$ cat src/rtl/tap_ctrl_pkg.sv
`timescale 1ns/1ps
// Package: shared state encoding, data-register select codes and opcodes
// for the test access port. Assumes a fixed 4-bit instruction.
package tap_ctrl_pkg;

    localparam int IR_W = 4;

    typedef enum logic [3:0] {
        ST_RESET  = 4'hF,
        ST_IDLE   = 4'hC,
        ST_SEL_DR = 4'h7,
        ST_CAP_DR = 4'h6,
        ST_SHF_DR = 4'h2,
        ST_EX1_DR = 4'h1,
        ST_PAU_DR = 4'h3,
        ST_EX2_DR = 4'h0,
        ST_UPD_DR = 4'h5,
        ST_SEL_IR = 4'h4,
        ST_CAP_IR = 4'hE,
        ST_SHF_IR = 4'hA,
        ST_EX1_IR = 4'h9,
        ST_PAU_IR = 4'hB,
        ST_EX2_IR = 4'h8,
        ST_UPD_IR = 4'hD
    } tap_state_e;

    typedef enum logic [1:0] {
        DR_BYPASS = 2'b00,
        DR_IDENT  = 2'b01,
        DR_BOUND  = 2'b10
    } dr_sel_e;

    localparam logic [IR_W-1:0] OP_EXTEST   = 4'b0000;
    localparam logic [IR_W-1:0] OP_IDCODE   = 4'b0001;
    localparam logic [IR_W-1:0] OP_SAMPLE   = 4'b0010;
    localparam logic [IR_W-1:0] OP_FLOATBYP = 4'b0011;
    localparam logic [IR_W-1:0] OP_HOLDBYP  = 4'b0100;
    localparam logic [IR_W-1:0] OP_SELFCHK  = 4'b0101;
    localparam logic [IR_W-1:0] IR_CAPTURE  = 4'b0001;

endpackage

$ cat src/rtl/tap_fsm.sv
`timescale 1ns/1ps
// Module: tap_fsm
// The sixteen-state port controller, advanced on rising tck by tms.
// Assumes trst_n is a synchronous active-low reset sampled on rising tck.
module tap_fsm
    import tap_ctrl_pkg::*;
(
    input  logic       tck,
    input  logic       trst_n,
    input  logic       tms,
    output tap_state_e state
);

    tap_state_e nxt;

    // Purpose: next state from the current state and tms.
    always_comb begin
        unique case (state)
            ST_RESET:  nxt = tms ? ST_RESET  : ST_IDLE;
            ST_IDLE:   nxt = tms ? ST_SEL_DR : ST_IDLE;
            ST_SEL_DR: nxt = tms ? ST_SEL_IR : ST_CAP_DR;
            ST_CAP_DR: nxt = tms ? ST_EX1_DR : ST_SHF_DR;
            ST_SHF_DR: nxt = tms ? ST_EX1_DR : ST_SHF_DR;
            ST_EX1_DR: nxt = tms ? ST_UPD_DR : ST_PAU_DR;
            ST_PAU_DR: nxt = tms ? ST_EX2_DR : ST_PAU_DR;
            ST_EX2_DR: nxt = tms ? ST_UPD_DR : ST_SHF_DR;
            ST_UPD_DR: nxt = tms ? ST_SEL_DR : ST_IDLE;
            ST_SEL_IR: nxt = tms ? ST_RESET  : ST_CAP_IR;
            ST_CAP_IR: nxt = tms ? ST_EX1_IR : ST_SHF_IR;
            ST_SHF_IR: nxt = tms ? ST_EX1_IR : ST_SHF_IR;
            ST_EX1_IR: nxt = tms ? ST_UPD_IR : ST_PAU_IR;
            ST_PAU_IR: nxt = tms ? ST_EX2_IR : ST_PAU_IR;
            ST_EX2_IR: nxt = tms ? ST_UPD_IR : ST_SHF_IR;
            ST_UPD_IR: nxt = tms ? ST_SEL_DR : ST_IDLE;
            default:   nxt = ST_RESET;
        endcase
    end

    // Purpose: state register with synchronous reset.
    always_ff @(posedge tck) begin
        if (!trst_n) state <= ST_RESET;
        else         state <= nxt;
    end

endmodule

$ cat src/rtl/tap_ir.sv
`timescale 1ns/1ps
// Module: tap_ir
// Instruction shift stage (rising tck) and active instruction latch
// (falling tck). Assumes the state comes from tap_fsm on the same clock.
module tap_ir
    import tap_ctrl_pkg::*;
(
    input  logic            tck,
    input  logic            trst_n,
    input  logic            tdi,
    input  tap_state_e      state,
    output logic            ir_so,
    output logic [IR_W-1:0] instr
);

    logic [IR_W-1:0] sr;

    // Purpose: capture the fixed pattern, then shift toward TDO.
    always_ff @(posedge tck) begin
        if (!trst_n)                 sr <= IR_CAPTURE;
        else if (state == ST_CAP_IR) sr <= IR_CAPTURE;
        else if (state == ST_SHF_IR) sr <= {tdi, sr[IR_W-1:1]};
    end

    // Purpose: load the active instruction on the falling edge in Update-IR.
    always_ff @(negedge tck) begin
        if (!trst_n || state == ST_RESET) instr <= OP_IDCODE;
        else if (state == ST_UPD_IR)      instr <= sr;
    end

    assign ir_so = sr[0];

endmodule

$ cat src/rtl/tap_bsr.sv
`timescale 1ns/1ps
// Module: tap_bsr
// Generic boundary chain: one shift stage per cell, plus an update latch
// for each cell whose UPD_MASK bit is set. Assumes LEN >= 2.
module tap_bsr #(
    parameter int             LEN      = 99,
    parameter logic [LEN-1:0] UPD_MASK = '1
) (
    input  logic           tck,
    input  logic           trst_n,
    input  logic           tdi,
    input  logic           cap_en,
    input  logic           shf_en,
    input  logic           upd_en,
    input  logic [LEN-1:0] pins_in,
    output logic           so,
    output logic [LEN-1:0] drive
);

    logic [LEN-1:0] sr;

    // Purpose: capture pin values or shift toward TDO on rising tck.
    always_ff @(posedge tck) begin
        if (!trst_n)     sr <= '0;
        else if (cap_en) sr <= pins_in;
        else if (shf_en) sr <= {tdi, sr[LEN-1:1]};
    end

    assign so = sr[0];

    for (genvar g = 0; g < LEN; g++) begin : g_cell
        if (UPD_MASK[g]) begin : g_upd
            logic q;
            // Purpose: update latch for this cell on falling tck.
            always_ff @(negedge tck) begin
                if (!trst_n)     q <= 1'b0;
                else if (upd_en) q <= sr[g];
            end
            assign drive[g] = q;
        end else begin : g_noupd
            assign drive[g] = 1'b0;
        end
    end

endmodule

$ cat src/rtl/tap_ctrl.sv
`timescale 1ns/1ps
// Module: tap_ctrl (top)
// Test access port with instruction decode, bypass, identification and
// boundary registers. Assumes tck is free-running while trst_n is low.
module tap_ctrl
    import tap_ctrl_pkg::*;
#(
    parameter int                 BND_LEN      = 99,
    parameter logic [BND_LEN-1:0] BND_UPD_MASK = '1,
    parameter logic [3:0]         ID_VERSION   = 4'b0011,
    parameter logic [15:0]        ID_PART      = 16'h9400,
    parameter logic [10:0]        ID_MAKER     = 11'd1
) (
    input  logic               tck,
    input  logic               trst_n,
    input  logic               tms,
    input  logic               tdi,
    output logic               tdo,
    output logic               tdo_oe,
    output logic [1:0]         dr_sel,
    output logic               core_hiz,
    output logic               core_hold,
    output logic               selftest_req,
    input  logic [BND_LEN-1:0] bnd_pins_in,
    output logic [BND_LEN-1:0] bnd_drive
);

    localparam int          ID_W    = 32;
    localparam logic [ID_W-1:0] ID_WORD = {ID_VERSION, ID_PART, ID_MAKER, 1'b1};

    tap_state_e      state;
    logic            ir_so;
    logic [IR_W-1:0] instr;
    dr_sel_e         sel;
    logic            bnd_so;
    logic            dr_so;
    logic [ID_W-1:0] id_sr;
    logic            byp_sr;
    logic            tdo_q;
    logic            oe_q;

    tap_fsm u_fsm (
        .tck    (tck),
        .trst_n (trst_n),
        .tms    (tms),
        .state  (state)
    );

    tap_ir u_ir (
        .tck    (tck),
        .trst_n (trst_n),
        .tdi    (tdi),
        .state  (state),
        .ir_so  (ir_so),
        .instr  (instr)
    );

    // Purpose: decode the active instruction into selects and requests.
    always_comb begin
        sel          = DR_BYPASS;
        core_hiz     = 1'b0;
        core_hold    = 1'b0;
        selftest_req = 1'b0;
        case (instr)
            OP_EXTEST:   begin sel = DR_BOUND; core_hold = 1'b1; end
            OP_IDCODE:   sel = DR_IDENT;
            OP_SAMPLE:   sel = DR_BOUND;
            OP_FLOATBYP: core_hiz = 1'b1;
            OP_HOLDBYP:  core_hold = 1'b1;
            OP_SELFCHK:  begin sel = DR_BOUND; selftest_req = 1'b1; end
            default:     sel = DR_BYPASS;
        endcase
    end

    assign dr_sel = sel;

    tap_bsr #(
        .LEN      (BND_LEN),
        .UPD_MASK (BND_UPD_MASK)
    ) u_bsr (
        .tck     (tck),
        .trst_n  (trst_n),
        .tdi     (tdi),
        .cap_en  (state == ST_CAP_DR && sel == DR_BOUND),
        .shf_en  (state == ST_SHF_DR && sel == DR_BOUND),
        .upd_en  (state == ST_UPD_DR && sel == DR_BOUND),
        .pins_in (bnd_pins_in),
        .so      (bnd_so),
        .drive   (bnd_drive)
    );

    // Purpose: identification shift stage, reloaded in Capture-DR.
    always_ff @(posedge tck) begin
        if (!trst_n)
            id_sr <= ID_WORD;
        else if (sel == DR_IDENT && state == ST_CAP_DR)
            id_sr <= ID_WORD;
        else if (sel == DR_IDENT && state == ST_SHF_DR)
            id_sr <= {tdi, id_sr[ID_W-1:1]};
    end

    // Purpose: one-cell bypass register that captures zero.
    always_ff @(posedge tck) begin
        if (!trst_n)
            byp_sr <= 1'b0;
        else if (sel == DR_BYPASS && state == ST_CAP_DR)
            byp_sr <= 1'b0;
        else if (sel == DR_BYPASS && state == ST_SHF_DR)
            byp_sr <= tdi;
    end

    // Purpose: pick the serial output of the selected data register.
    always_comb begin
        case (sel)
            DR_IDENT: dr_so = id_sr[0];
            DR_BOUND: dr_so = bnd_so;
            default:  dr_so = byp_sr;
        endcase
    end

    // Purpose: retime serial out and its enable to the falling edge.
    always_ff @(negedge tck) begin
        if (!trst_n) begin
            tdo_q <= 1'b0;
            oe_q  <= 1'b0;
        end else begin
            oe_q <= (state == ST_SHF_DR) || (state == ST_SHF_IR);
            if (state == ST_SHF_IR)      tdo_q <= ir_so;
            else if (state == ST_SHF_DR) tdo_q <= dr_so;
        end
    end

    assign tdo    = tdo_q;
    assign tdo_oe = oe_q;

endmodule

$ cat config.mk
export PLATFORM = sky130hd
export DESIGN_NAME = tap_ctrl
export DESIGN_NICKNAME = d
export VERILOG_FILES = /design/src/rtl/tap_ctrl_pkg.sv /design/src/rtl/tap_fsm.sv /design/src/rtl/tap_ir.sv /design/src/rtl/tap_bsr.sv /design/src/rtl/tap_ctrl.sv
export SDC_FILE = /design/constraint.sdc
export NUM_CORES = 1
export LEC_CHECK = 0
export BUFFER_PORTS_ARGS = -buffer_cell sky130_fd_sc_hd__buf_4
export CAP_MARGIN = 30
export CORE_UTILIZATION = 30
export CTS_CLUSTER_DIAMETER = 60
export DETAILED_ROUTE_END_ITERATION = 12
export GPL_TIMING_DRIVEN = 0
export PLACE_DENSITY = 0.59
export REMOVE_ABC_BUFFERS = 1
export SETUP_SLACK_MARGIN = 0.4
export SLEW_MARGIN = 20
export SYNTH_ARGS = -nofsm -noshare
export SYNTH_HDL_FRONTEND = slang
export SYNTH_SLANG_ARGS = --single-unit
$ cat constraint.sdc
create_clock -name tck -period 4.8 [get_ports tck]
set_input_delay 0.96 -clock tck [delete_from_list [all_inputs] [get_ports tck]]
set_output_delay 0.96 -clock tck [all_outputs]
set_load 0.01 [all_outputs]
# Yosys cells after proc, flatten, opt, wreduce, memory -nomap -nowiden
# Cells that the tools add are included.
# Widths: inputs -> output; s select.
[word_totals] register_bits=245 input_bits=103
[op_classes] eq_ne=22 n_mux=22 bitwise=1 reduce_logical=23
[op_table] op="$mux 99" n=2
[op_table] op="$pmux 4 s12" n=1
[op_table] op="$eq 4x4->1 const B" n=8
[op_table] op="$eq 4x3->1 const B" n=6
[op_table] op="$eq 4x2->1 const B" n=4
[op_table] op="$mux 2" n=6
[op_table] op="$mux 3" n=4
[op_table] op="$reduce_or 2->1" n=6
[op_table] op="$eq 4x1->1 const B" n=2
[op_table] op="$logic_not 4->1" n=2
[op_table] op="$logic_and 1x1->1" n=7
[op_table] op="$mux 1" n=6
[op_table] op="$reduce_or 3->1" n=2
[op_table] op="$mux 4" n=1
[op_table] op="$pmux 2 s2" n=1
[op_table] op="$reduce_bool 2->1" n=2
[op_table] op="$eq 2x1->1 const B" n=1
[op_table] op="$eq 2x2->1 const B" n=1
[op_table] op="$logic_not 2->1" n=1
[op_table] op="$logic_or 1x1->1" n=2
[op_table] op="$pmux 1 s2" n=1
[op_table] op="$logic_not 1->1" n=1
[op_table] op="$not 1->1" n=1

# Depth between registers and ports, before layout
[logic_depth] word_depth=7 ltp_mapped=10

# Cells and area by module
# From an unflattened synthesis, not the netlist that was laid out.
[unflattened] hier_cells=1099 area_unflattened_um2=11556.1
[by_module_without_submodules] mod="tap_bsr" n_inst=1 cells_each=858 area_per_inst_um2=9436.6 seq_area_each_um2=3963.8
[by_module_without_submodules] mod="tap_ctrl" n_inst=1 cells_each=184 area_per_inst_um2=1596.5 seq_area_each_um2=700.7
[by_module_without_submodules] mod="tap_ir" n_inst=1 cells_each=35 area_per_inst_um2=339.1 seq_area_each_um2=160.2
[by_module_without_submodules] mod="tap_fsm" n_inst=1 cells_each=22 area_per_inst_um2=183.9 seq_area_each_um2=80.1

==> impl_metrics.env <==
export IMPL_p_sw_mw=1.475
export IMPL_gr_total_overflow=0
export IMPL_total_power_mw=5.291
export IMPL_hpwl_um=17940
export IMPL_grt_pass1_wl_um=52480
export IMPL_skew_ns=0.08898
export IMPL_gp_congestion=0.7221
export IMPL_powerDensity_mw_per_mm2=332.4
export IMPL_worstSetupStartpointType="flop"
export IMPL_drt_met1_wl_um=15630
export IMPL_synth_area_mm2=0.01076
export IMPL_crit_path_end_kind="primary output"
export IMPL_netlist_area_leader_share_pct=45.60
export IMPL_wl_um=37160
export IMPL_comb_power_share_pct=7.4
export IMPL_clkPwrFrac_pct=53.4
export IMPL_yosysTopAreaCell="dfxtp_1"
export IMPL_slew_headroom_pct=28.62
export IMPL_clk_pin_slew_ns=0.06
export IMPL_pre_cts_slack_ns=-0.2824
export IMPL_hold_viol=0
export IMPL_r2r_slack_ns=0.19
export IMPL_htreeDepth=2
export IMPL_worstMarginPinSlew_ns=1.069
export IMPL_stdcell_count=1922
export IMPL_viasPerCell=5.151
export IMPL_critPathArrivalTime_ns=4.08
export IMPL_io_pins=209
export IMPL_path_buf_inv=2
export IMPL_clk_latency_ns=0.58
export IMPL_rsz0062_at_grt="yes"
export IMPL_route_vias_total=9900
export IMPL_cts_tree="done"
export IMPL_dieArea_mm2=0.03661
export IMPL_ys_seq_area_share_pct=45.60
export IMPL_synth_edf_count=0
export IMPL_wl_per_cell_um=19.33
export IMPL_synth_distinct_cells=39
export IMPL_post_synth_inst_count=1231
export IMPL_clockRootBuffer="clkbuf_16"
export IMPL_grt_max_degree=95
export IMPL_switching_share_pct=27.88
export IMPL_row_count=68
export IMPL_drc=0
export IMPL_setup_viol=4
export IMPL_die_h_um=191.3
export IMPL_max_stage_delay_ns=0.35
export IMPL_area_delta_synth_final_pct=48.01
export IMPL_first_pass_iters=5
export IMPL_placed_cells=1693
export IMPL_status="finished with violations"
export IMPL_ir_worst_vdd_v=0.0002345
export IMPL_drive_gt1_share_pct=41.00
export IMPL_cts_buffers=34
export IMPL_hp_class="flop to flop"
export IMPL_synth_most_common_cell="dfxtp_1"
export IMPL_yosys_warnings=0
export IMPL_start_util_pct=30.83
export IMPL_drtAntennaViolNets=0
export IMPL_drt_iter0_markers=566
export IMPL_setup_ws_ns=-0.2374
export IMPL_synth_avg_cell_area_um2=8.737
export IMPL_track_usage_pct=18.03
export IMPL_maxSlewViolCount=0
export IMPL_crit_family="simple AND/OR/NAND/NOR gates"
export IMPL_p_int_mw=3.816
export IMPL_synth_seq_cells=245
export IMPL_cap_violations=0
export IMPL_io_buffers=208
export IMPL_core_area_mm2=0.03488
export IMPL_path_max_fanout=5
export IMPL_synthTopCellsByCount="245 x dfxtp_1, 135 x a21oi_1, 129 x nand3_1"
export IMPL_synthFlopType="dfxtp_1"
export IMPL_p_leak_nw=6.652
export IMPL_cts_buffer_depth=3
export IMPL_wl_met2_um=18250
export IMPL_cts_sinks=245
export IMPL_slowest_stage="dfxtp_4"
export IMPL_required_ns=3.84
export IMPL_whs_ns=0.4532
export IMPL_wl_met3_um=2501
export IMPL_pwr_share_seq_pct=39.2
export IMPL_finalNetCount=1547
export IMPL_antenna_found_initial=0
export IMPL_criticalPathCategory="flop to primary output"
export IMPL_grt_pass1_vias=9364
export IMPL_path_cells="nor4b_4 -> inv_2 -> ha_4 -> nor2_4 -> buf_6"
export IMPL_dieWidth_um=191.3
export IMPL_top_layer_used="met4"
export IMPL_ys_top_cells_by_area="dfxtp_1 46%, mux2i_1 9.2%, buf_4 7.6%"
export IMPL_failed_checks="negative setup slack"
export IMPL_synthArstFlopShare_pct=0
-- metrics by stage --
step	util, %	cell area (um2)	setup TNS, ns
3_3_place_gp	33.19	11580	-1585.97
4_1_cts	41.74	14560	-0.3653
6_report	45.63	15920	-0.3858
5_1_grt	45.63	15920	-0.6138
3_5_place_dp	34.40	12000	-22.07
2_1_floorplan	-	9448	-769.05
-- power groups by stage --
stage	logic, mW	clock network (mW)	registers, mW
2_1_floorplan	0.161	0.134	2.14
3_3_place_gp	0.287	0.134	2.17
3_5_place_dp	0.329	0.134	2.12
4_1_cts	0.365	2.87	2.07
5_1_grt	0.415	3.04	2.07
6_report	0.392	2.82	2.08
-- sequential cells by signal, summed over array words and instances, names as in the netlist --
name	flops
u_fsm.state	4
u_ir.sr	4
id_sr	32
byp_sr	1
tdo_oe	1
u_ir.instr	4
u_bsr.g_cell.g_upd.q	99
u_bsr.sr	99
tdo	1
-- worst min-delay path: stages (launching register included) --
cell,delay (ns)
dfxtp_1,0.31
nand2_1,0.05
a21oi_1,0.05
-- layer usage --
layer	up-vias	track usage [%]
met3	54	4.112
met4	0	4.884
met1	4837	22.86
met5	-	0
li1	4706	-
met2	303	30.48
-- final timing paths --
| path | startpoint | to | cells past startpoint |
|---|---|---|---|
| max | u_ir.instr[1] | dr_sel[1] | 5 |
| min | id_sr[25] | id_sr[25] | 2 |
| max reg2reg | u_ir.instr[1] | u_bsr.sr[93] | 11 |
| min reg2reg | id_sr[25] | id_sr[25] | 2 |
-- cell families (layout without fill, tap and decap cells) --
kind of cell | count (synthesis) | in the layout | synth area share [%]
other cells | 0 | 1 | 0
compound gates | 354 | 354 | 19.13
flops | 245 | 245 | 45.60
fa+ha+maj | 4 | 4 | 0.4654
buf+inv | 225 | 456 | 12.44
mux | 99 | 99 | 9.214
simple gates | 304 | 308 | 13.16
-- layout by cell type, fill, tap and decap left out, types with 3 or more instances in the layout --
master / n
clkinv_1: 4
dfxtp_2: 73
clkinv_2: 3
clkbuf_1: 4
buf_12: 12
a21oi_1: 124
nor3_1: 6
clkbuf_8: 3
a21oi_2: 11
buf_8: 5
nor2_2: 16
buf_4: 174
dfxtp_1: 167
a211oi_1: 32
nor3_2: 4
nand2_1: 34
inv_6: 4
o21ai_1: 7
buf_6: 58
dfxtp_4: 5
nand3_1: 119
nor2_1: 36
clkbuf_16: 53
o21ai_0: 105
a211oi_2: 68
buf_16: 16
and4bb_4: 3
nor2_4: 58
inv_1: 109
nand3_2: 10
ha_4: 3
nand4bb_4: 4
mux2i_1: 99
-- repair_timing --
item,in CTS,in global routing
pin swaps,37,52
buffers inserted,17,15
endpoints found under the setup margin,245,278
gates resized for setup,161,244
hold buffers,0,0
gates cloned,11,19
-- cell type report --
class                      instances  area (um2)
clock inverter                   124       548.0
timing repair buffer             282        3141
multi-input combinational        765        5650
fill                            3307       18960
clock buffer                      43       957.2
sequential                       245        5015
inverter                           7       36.28
antenna                            1       2.502
tap                              455       569.3
(Power assumes the default switching activity.)
